===== config.mk =====
export PLATFORM = sky130hd
export DESIGN_NAME = gpio_chg_port
export DESIGN_NICKNAME = d
export VERILOG_FILES = /design/src/rtl/gpio_port_pkg.sv /design/src/rtl/gpio_pin_sync.sv /design/src/rtl/gpio_port_regs.sv /design/src/rtl/gpio_chg_detect.sv /design/src/rtl/gpio_chg_port.sv
export SDC_FILE = /design/constraint.sdc
export NUM_CORES = 1
export LEC_CHECK = 0
export CAP_MARGIN = 25
export CORE_MARGIN = 5
export CORE_UTILIZATION = 44
export CTS_CLUSTER_DIAMETER = 60
export DETAILED_ROUTE_END_ITERATION = 10
export PLACE_DENSITY_LB_ADDON = 0.3
export SYNTH_ARGS = -nofsm -noshare
export SYNTH_HDL_FRONTEND = slang
export SYNTH_SLANG_ARGS = --single-unit

===== constraint.sdc =====
create_clock -name clk -period 1.5 [get_ports clk]
set_clock_uncertainty 0.2 [all_clocks]
set_input_delay 0.225 -clock clk [delete_from_list [all_inputs] [get_ports clk]]
set_output_delay 0.225 -clock clk [all_outputs]
set_load 0.01 [all_outputs]

===== src/rtl/gpio_port_pkg.sv =====
package gpio_port_pkg;
  typedef enum logic [1:0] {
    BITOP_NONE = 2'd0,
    BITOP_SET  = 2'd1,
    BITOP_CLR  = 2'd2
  } bitop_e;

  function automatic bitop_e decode_bitop(input logic set_i, input logic clr_i);
    if (clr_i)      return BITOP_CLR;
    else if (set_i) return BITOP_SET;
    else            return BITOP_NONE;
  endfunction
endpackage


===== src/rtl/gpio_pin_sync.sv =====
module gpio_pin_sync #(
  parameter int W      = 8,
  parameter int STAGES = 2
) (
  input  logic         clk,
  input  logic         rst_n,
  input  logic [W-1:0] d,
  output logic [W-1:0] q
);
  logic [W-1:0] stg [STAGES];

  generate
    for (genvar s = 0; s < STAGES; s++) begin : g_stage
      if (s == 0) begin : g_first
        always_ff @(posedge clk or negedge rst_n)
          if (!rst_n) stg[0] <= '0;
          else        stg[0] <= d;
      end else begin : g_next
        always_ff @(posedge clk or negedge rst_n)
          if (!rst_n) stg[s] <= '0;
          else        stg[s] <= stg[s-1];
      end
    end
  endgenerate

  assign q = stg[STAGES-1];
endmodule


===== src/rtl/gpio_port_regs.sv =====
module gpio_port_regs
  import gpio_port_pkg::*;
#(
  parameter int W     = 8,
  parameter int IDX_W = $clog2(W)
) (
  input  logic             clk,
  input  logic             rst_n,
  input  logic [W-1:0]     wr_data,
  input  logic             dat_wr,
  input  logic             dir_wr,
  input  logic             bit_set,
  input  logic             bit_clr,
  input  logic [IDX_W-1:0] bit_idx,
  input  logic [W-1:0]     pins,
  input  logic             pu_en_n,
  output logic [W-1:0]     lat_q,
  output logic [W-1:0]     dir_q,
  output logic             pu_on
);
  bitop_e       op;
  logic [W-1:0] rmw_byte;
  logic         pu_n_q;

  assign op = decode_bitop(bit_set, bit_clr);

  always_comb begin
    rmw_byte = pins;
    case (op)
      BITOP_SET: rmw_byte[bit_idx] = 1'b1;
      BITOP_CLR: rmw_byte[bit_idx] = 1'b0;
      default:   rmw_byte = pins;
    endcase
  end

  always_ff @(posedge clk or negedge rst_n)
    if (!rst_n)                   lat_q <= '0;
    else if (dat_wr)              lat_q <= wr_data;
    else if (op != BITOP_NONE)    lat_q <= rmw_byte;

  always_ff @(posedge clk or negedge rst_n)
    if (!rst_n)      dir_q <= '1;
    else if (dir_wr) dir_q <= wr_data;

  always_ff @(posedge clk or negedge rst_n)
    if (!rst_n) pu_n_q <= 1'b1;
    else        pu_n_q <= pu_en_n;

  assign pu_on = ~pu_n_q;

  AST_DIR_WRITE: assert property (@(posedge clk) disable iff (!rst_n)
    dir_wr |=> dir_q == $past(wr_data));
  AST_LATCH_WRITE: assert property (@(posedge clk) disable iff (!rst_n)
    dat_wr |=> lat_q == $past(wr_data));
  AST_BITOP_FORCE: assert property (@(posedge clk) disable iff (!rst_n)
    ((bit_set || bit_clr) && !dat_wr) |=> lat_q[$past(bit_idx)] == $past(!bit_clr));
  AST_PU_REG: assert property (@(posedge clk) disable iff (!rst_n)
    1'b1 |=> pu_on == !$past(pu_en_n));
endmodule


===== src/rtl/gpio_chg_detect.sv =====
module gpio_chg_detect #(
  parameter int W   = 8,
  parameter int LSB = 4
) (
  input  logic         clk,
  input  logic         rst_n,
  input  logic [W-1:0] pins,
  input  logic [W-1:0] dir_q,
  input  logic         snap_en,
  input  logic         chg_clr,
  output logic         flag
);
  localparam int HI_W = W - LSB;

  logic [HI_W-1:0] snap_q;
  logic [HI_W-1:0] diff;
  logic            mismatch;

  always_ff @(posedge clk or negedge rst_n)
    if (!rst_n)       snap_q <= '0;
    else if (snap_en) snap_q <= pins[W-1:LSB];

  generate
    for (genvar i = 0; i < HI_W; i++) begin : g_cmp
      assign diff[i] = dir_q[LSB+i] & (pins[LSB+i] ^ snap_q[i]);
    end
  endgenerate

  assign mismatch = |diff;

  always_ff @(posedge clk or negedge rst_n)
    if (!rst_n)        flag <= 1'b0;
    else if (mismatch) flag <= 1'b1;
    else if (chg_clr)  flag <= 1'b0;

  AST_FLAG_SET: assert property (@(posedge clk) disable iff (!rst_n)
    mismatch |=> flag);
  AST_FLAG_CLEAR: assert property (@(posedge clk) disable iff (!rst_n)
    (chg_clr && !mismatch) |=> !flag);
  AST_FLAG_HOLD: assert property (@(posedge clk) disable iff (!rst_n)
    (!chg_clr && flag) |=> flag);
  AST_SNAP_TAKE: assert property (@(posedge clk) disable iff (!rst_n)
    snap_en |=> snap_q == $past(pins[W-1:LSB]));
  AST_FLAG_RISE_CAUSE: assert property (@(posedge clk) disable iff (!rst_n)
    $rose(flag) |-> $past(|(dir_q[W-1:LSB] & (pins[W-1:LSB] ^ snap_q))));
endmodule


===== src/rtl/gpio_chg_port.sv =====
module gpio_chg_port #(
  parameter int WIDTH       = 8,
  parameter int CHG_LSB     = 4,
  parameter int SYNC_STAGES = 2
) (
  input  logic                     clk,
  input  logic                     rst_n,
  input  logic [WIDTH-1:0]         wr_data,
  input  logic                     dat_wr,
  input  logic                     dir_wr,
  input  logic                     bit_set,
  input  logic                     bit_clr,
  input  logic [$clog2(WIDTH)-1:0] bit_idx,
  input  logic                     dat_rd,
  input  logic                     rd_dir,
  output logic [WIDTH-1:0]         rd_data,
  input  logic                     pu_en_n,
  input  logic [WIDTH-1:0]         pad_in,
  output logic [WIDTH-1:0]         pad_out,
  output logic [WIDTH-1:0]         pad_oe,
  output logic [WIDTH-1:0]         pad_pu,
  output logic                     chg_flag,
  input  logic                     chg_clr
);
  localparam int IDX_W = $clog2(WIDTH);

  logic [WIDTH-1:0] pins_s;
  logic [WIDTH-1:0] lat_q;
  logic [WIDTH-1:0] dir_q;
  logic             pu_on;
  logic             snap_en;

  gpio_pin_sync #(.W(WIDTH), .STAGES(SYNC_STAGES)) u_sync (
    .clk(clk), .rst_n(rst_n), .d(pad_in), .q(pins_s)
  );

  gpio_port_regs #(.W(WIDTH), .IDX_W(IDX_W)) u_regs (
    .clk(clk), .rst_n(rst_n), .wr_data(wr_data), .dat_wr(dat_wr),
    .dir_wr(dir_wr), .bit_set(bit_set), .bit_clr(bit_clr),
    .bit_idx(bit_idx), .pins(pins_s), .pu_en_n(pu_en_n),
    .lat_q(lat_q), .dir_q(dir_q), .pu_on(pu_on)
  );

  assign snap_en = dat_rd | dat_wr | bit_set | bit_clr;

  gpio_chg_detect #(.W(WIDTH), .LSB(CHG_LSB)) u_chg (
    .clk(clk), .rst_n(rst_n), .pins(pins_s), .dir_q(dir_q),
    .snap_en(snap_en), .chg_clr(chg_clr), .flag(chg_flag)
  );

  assign rd_data = rd_dir ? dir_q : pins_s;
  assign pad_out = lat_q;
  assign pad_oe  = ~dir_q;
  assign pad_pu  = pu_on ? dir_q : '0;

  AST_PU_NOT_DRIVEN: assert property (@(posedge clk) disable iff (!rst_n)
    (pad_pu & pad_oe) == '0);
  AST_READ_SYNC: assert property (@(posedge clk) disable iff (!rst_n)
    1'b1 |=> ##1 (rd_dir || rd_data == $past(pad_in, 2)));
endmodule


==> Yosys cells after proc, flatten, opt, wreduce, memory -nomap -nowiden <==
Cells that the tools add are included.
{ "classes": {"mux": 11, "bitwise": 15, "magnitude_cmp": 2, "eq_ne": 2, "n_reduce_logical": 5} }
{ "op_table": {"columns": ["operator", "n"], "rows": [
  ["2-to-1 mux 8 bit", 4],
  ["inverter 8 bit", 2],
  ["one-hot mux 8 bit (2 select lines)", 1],
  ["AND 8 bit", 1],
  ["OR 8 bit", 1],
  ["nonzero test 2 bit", 3],
  ["AND 1 bit", 4],
  ["less-than comparator 3 x 4 -> 1 bit, second input constant", 1],
  ["2-to-1 mux 1 bit", 4],
  ["OR reduction 4 bit", 1],
  ["bitwise XOR 1 bit", 4],
  ["demux 1 bit (select 3 bit)", 1],
  ["greater-or-equal comparator 3 x 1 -> 1 bit, second input constant", 1],
  ["OR 1 bit", 3],
  ["equality test 2 x 1 -> 1 bit, second input constant", 1],
  ["equality test 2 bit, second input constant", 1],
  ["2-to-1 mux 2 bit", 1],
  ["logical AND 1 bit", 1]
]} }
{ "word_totals": {"reg_bits": 38, "output_inout_bits": 33, "word_cells": 42, "input_bits": 29} }

==> Depth between registers and ports, before layout <==
{ "logic_depth": {"ltp_word": 9, "ltp_mapped": 5, "mapped_depth_nobuf": 3} }

==> Hierarchy <==
Synthesis repeated with hierarchy kept, for this count alone.
{ "hier_totals": {"hier_cells": 149, "hier_area_um2": 1784.2} }
{ "by_module_without_submodules": {"columns": ["mod", "cells_per_inst", "instances", "seq_area_each_um2", "area_per_inst_um2"], "rows": [
  ["gpio_port_regs", 82, 1, 436.7, 910.9],
  ["gpio_pin_sync", 24, 1, 400.4, 460.4],
  ["gpio_chg_detect", 17, 1, 125.1, 230.2],
  ["gpio_chg_port", 26, 1, 0.0, 182.7]
]} }

==> Least setup slack after synthesis <==
No wires, ideal clock.
{ "synth_path": {"path_type": "input -> register", "from": "input bit_set", "to": "register u_chg.snap_q[0]", "cell_stages": 3, "path_slack_ns": 0.133, "t_required_ns": 1.175, "setup_ns": 0.125, "arrival_ns": 1.042, "path_buffers": 1, "path_cell_list": "buf_6 nor4_4 mux2_2"} }
{ "synth_via": {"elab_chain_cells": 2} }
{ "synth_lines": {"columns": ["element", "line", "text"], "rows": [
  ["from (decl)", "gpio_chg_port.sv:11", "input logic bit_set,"],
  ["OR 1 bit (2 in a row)", "gpio_chg_port.sv:44", "assign snap_en = dat_rd | dat_wr | bit_set | bit_clr;"],
  ["to (signal assigned)", "gpio_chg_detect.sv:21", "else if (snap_en) snap_q <= pins[W-1:LSB];"],
  ["to (decl)", "gpio_chg_detect.sv:15", "logic [HI_W-1:0] snap_q;"]
]} }
Every way passes these cells.
A chain may end at the register's enable or synchronous reset.

==> Worst setup path after layout <==
{ "layout_path": {"from": "register u_regs.pu_n_q", "to": "output pad_pu[6]"} }
{ "layout_via": {"elab_chain_cells": 1} }
{ "layout_lines": {"columns": ["element", "line", "text"], "rows": [
  ["from (decl)", "gpio_port_regs.sv:23", "logic pu_n_q;"],
  ["from (signal assigned)", "gpio_port_regs.sv:47", "else pu_n_q <= pu_en_n;"],
  ["2-to-1 mux 8 bit", "gpio_chg_port.sv:54", "assign pad_pu = pu_on ? dir_q : '0;"],
  ["to (decl)", "gpio_chg_port.sv:21", "output logic [WIDTH-1:0] pad_pu,"]
]} }
Every way passes these cells.

==> metrics <==
first-pass GRT wire length 7.62 mm; CP max FO 8; Avg Cell Area, Syn 11.2 um2; Synth Cell Area 0.00167 mm2; Peak Freq between 600 and 700 MHz; CP Data Arrival Time 1.16 ns; Final min period between 1.5 and 2 ns; number of global-route vias before repair 1,573; total number of yosys warnings 0; synthesis-stage register bit count 38; IO Pins 62; Power Total 2800 uW; ANT nets after route 0; Final Hold Fails 0; filler cell count 246; net count after synthesis 178; Slew Viols, Final 0; core area 0.00366 mm2; Antenna Cells 0; Pleak 0.00130 uW; number of max-cap violations 0; Pwr Density 1010 mW/mm2; grt ovf 0; root buf cell clkbuf_8; IO Port Bufs between 60 and 70; Post-Synthesis Cells 149; placed cell count roughly 280; crit end category primary output; Worst-Margin Slew around 0.4 ns; Worst EP required 1.07 ns; CTS Buf Count 5; Die Span Y 71.6 um; synth unique cells 27; setup violators final 20; Reg area 962 um2; RD Place Congestion 0.886; fin util about three quarters; DR pass1 iterations 4; Die X 71.6 um; layout cells sized above 1 42.4%; crit-path max cell delay roughly 0.65 ns; HP Class in -> reg; detailed-route via count 1,483; met2 Track Usage GR 31.2%; total wire length 4.63 mm; met1 usage 24.5%; grt met3 use 4.49%; initial core utilization ~46%; Top Usage Layer GRT met2; routed wire length per instance 15.8 um; synthesis-to-layout area growth 66.9%; status complete, but fails checks; Tcrit/Tclk final 105%; slowest CP cell dfstp_2; DIE AREA 0.00512 mm2; maximum vdd drop 0.763 mV; Placement Rows 22; Max Root-Sink Buffers 2; cells along the critical path nor2_1 -> buf_2; Skew-Pair Late Insertion Delay 0.29 ns; DRC violations left 0; CTS tree built; setup TNS -0.764 ns; startpoint types flop; initial antenna violation count 0; final setup margin -0.0817 ns; clock-pin slew on the worst setup and hold paths 0.07 ns; critical path type reg -> out; clock net sink count 38; Initial DRC Count between 100 and 150; Multi-input gate area 664 um2; sequential-to-total area share from yosys stat 57.7%; largest net degree at the start of global routing 24; gr usage total 19.2%; max_slew headroom 73.2%; RSZ-0062 raised after global routing true; routed vias/inst 5.06; Layout Nets 273; Post-DP HPWL approximately 3.5 mm; non-filler instance count after layout 293; H-tree Lvls 2; failing checks setup timing
[cells by family after synthesis]
kind of cell    Yosys count  synth area share, %
buf+inv                  19                 5.03
xor+xnor                  4                 2.10
simple gates             43                 13.7
mux                      12                 8.10
compound gates           33                 13.4
flops                    38                 57.7
[repair_timing]
action | 4_1_cts | 5_1_grt
buffers inserted | 5 | 2
setup endpoints to repair | 39 | 36
hold buffers | 1 | 0
pin swaps | 9 | 5
gates resized for setup | 146 | 10
endpoints found under the hold margin | 33 | 0
[per-layer routing]
metal,vias up,wire length [um]
met4,0,57
met2,43,2390
met3,6,246
li1,709,-
met1,725,1940
met5,-,0
[report_power, final]
group / total (uW) / internal (uW) / leakage, uW / switching (uW)
registers: 1160 / 1120 / 0.000433 / 47.9
clock network: 1030 / 666 / 0.0000683 / 364
logic: 609 / 351 / 0.000797 / 257
total: 2800 / 2130 / 0.00130 / 669
[Yosys cell counts]
| cell | number | area, um2 |
|---|---|---|
| a21oi_1 | 3 | 15.0 |
| a222oi_1 | 1 | 10.0 |
| a31oi_1 | 2 | 12.5 |
| a41oi_1 | 1 | 8.76 |
| and4b_1 | 3 | 30.0 |
| buf_2 | 3 | 15.0 |
| buf_6 | 1 | 11.3 |
| clkbuf_1 | 5 | 18.8 |
| clkbuf_2 | 1 | 5.00 |
| dfrtp_1 | 29 | 726 |
| dfstp_2 | 9 | 236 |
| inv_1 | 9 | 33.8 |
| mux2_2 | 12 | 135 |
| nand2_1 | 20 | 75.1 |
| nand2b_1 | 4 | 25.0 |
| nor2_1 | 10 | 37.5 |
| nor2b_1 | 3 | 18.8 |
| nor4_4 | 1 | 21.3 |
| nor4bb_1 | 2 | 20.0 |
| o211ai_1 | 6 | 45.0 |
| o21ai_0 | 9 | 45.0 |
| o21ba_2 | 1 | 10.0 |
| o221ai_1 | 5 | 43.8 |
| o22ai_1 | 3 | 18.8 |
| o31ai_1 | 2 | 15.0 |
| xnor2_1 | 1 | 8.76 |
| xor2_1 | 3 | 26.3 |
[path summary, 6_finish.rpt]
path	start	endpoint	slack [ns]	cells past startpoint
min in group asynchronous	rst_n	u_regs.lat_q[2]	0.19	2
worst min-delay path	pu_en_n	u_regs.pu_n_q	0.14	1
worst max register to register	u_sync.q[5]	u_chg.flag	0.02	4
worst min register to register	u_sync.stg[14]	u_sync.q[6]	0.15	0
max in group asynchronous	rst_n	u_regs.dir_q[4]	0.37	3
worst max-delay path	u_regs.pu_n_q	pad_pu[6]	-0.08	2
[cell usage in the layout, fill, tap and decap left out, types with 3 or more instances in the layout]
| master | count |
|---|---|
| dfrtp_1 | 29 |
| buf_6 | 26 |
| buf_4 | 24 |
| clkdlybuf4s50_1 | 21 |
| nand2_1 | 20 |
| dlygate4sd2_1 | 10 |
| o21ai_0 | 9 |
| buf_2 | 9 |
| dfstp_2 | 9 |
| inv_2 | 8 |
| nor2_1 | 8 |
| mux2_2 | 7 |
| o211ai_1 | 6 |
| mux2_4 | 5 |
| clkbuf_8 | 5 |
| nand2b_1 | 4 |
| o221ai_1 | 4 |
| dlymetal6s2s_1 | 4 |
| nor2b_1 | 3 |
| a21oi_1 | 3 |
| o22ai_1 | 3 |
| xor2_1 | 3 |
| and4b_1 | 3 |
[flip-flops by register name (all words and copies together), names as in the netlist]
register,flops
u_sync.q,8
u_sync.stg,8
u_chg.flag,1
u_regs.pu_n_q,1
u_regs.lat_q,8
u_chg.snap_q,4
u_regs.dir_q,8
[worst max-delay path, delay by kind of cell, from the launching register on]
kind	cells	cell delay, ns
buffers and inverters	1	0.14
AND/OR/NAND/NOR	1	0.07
flip-flops	1	0.65
[metrics by stage]
| step | hold slack (ns) | cell area, um2 | setup WS [ns] |
|---|---|---|---|
| floorplan | -0.271 | 1670 | 0.133 |
| global placement | -0.0357 | 2530 | -0.598 |
| detailed placement | -0.0323 | 2530 | -0.639 |
| CTS | 0.135 | 2730 | -0.0705 |
| global route | 0.133 | 2780 | -0.122 |
| finish | 0.141 | 2780 | -0.0817 |
[layout make-up]
class / count / share of cell area (%)
multi-input cells: 92 / 23.9
clock inverters: 3 / 2.47
clock buffers: 5 / 2.47
inverters: 9 / 1.21
well taps: 48 / 2.16
repair buffers: 98 / 33.3
flip-flops and latches: 38 / 34.6
No activity file was read; power rests on OpenSTA's default activity.
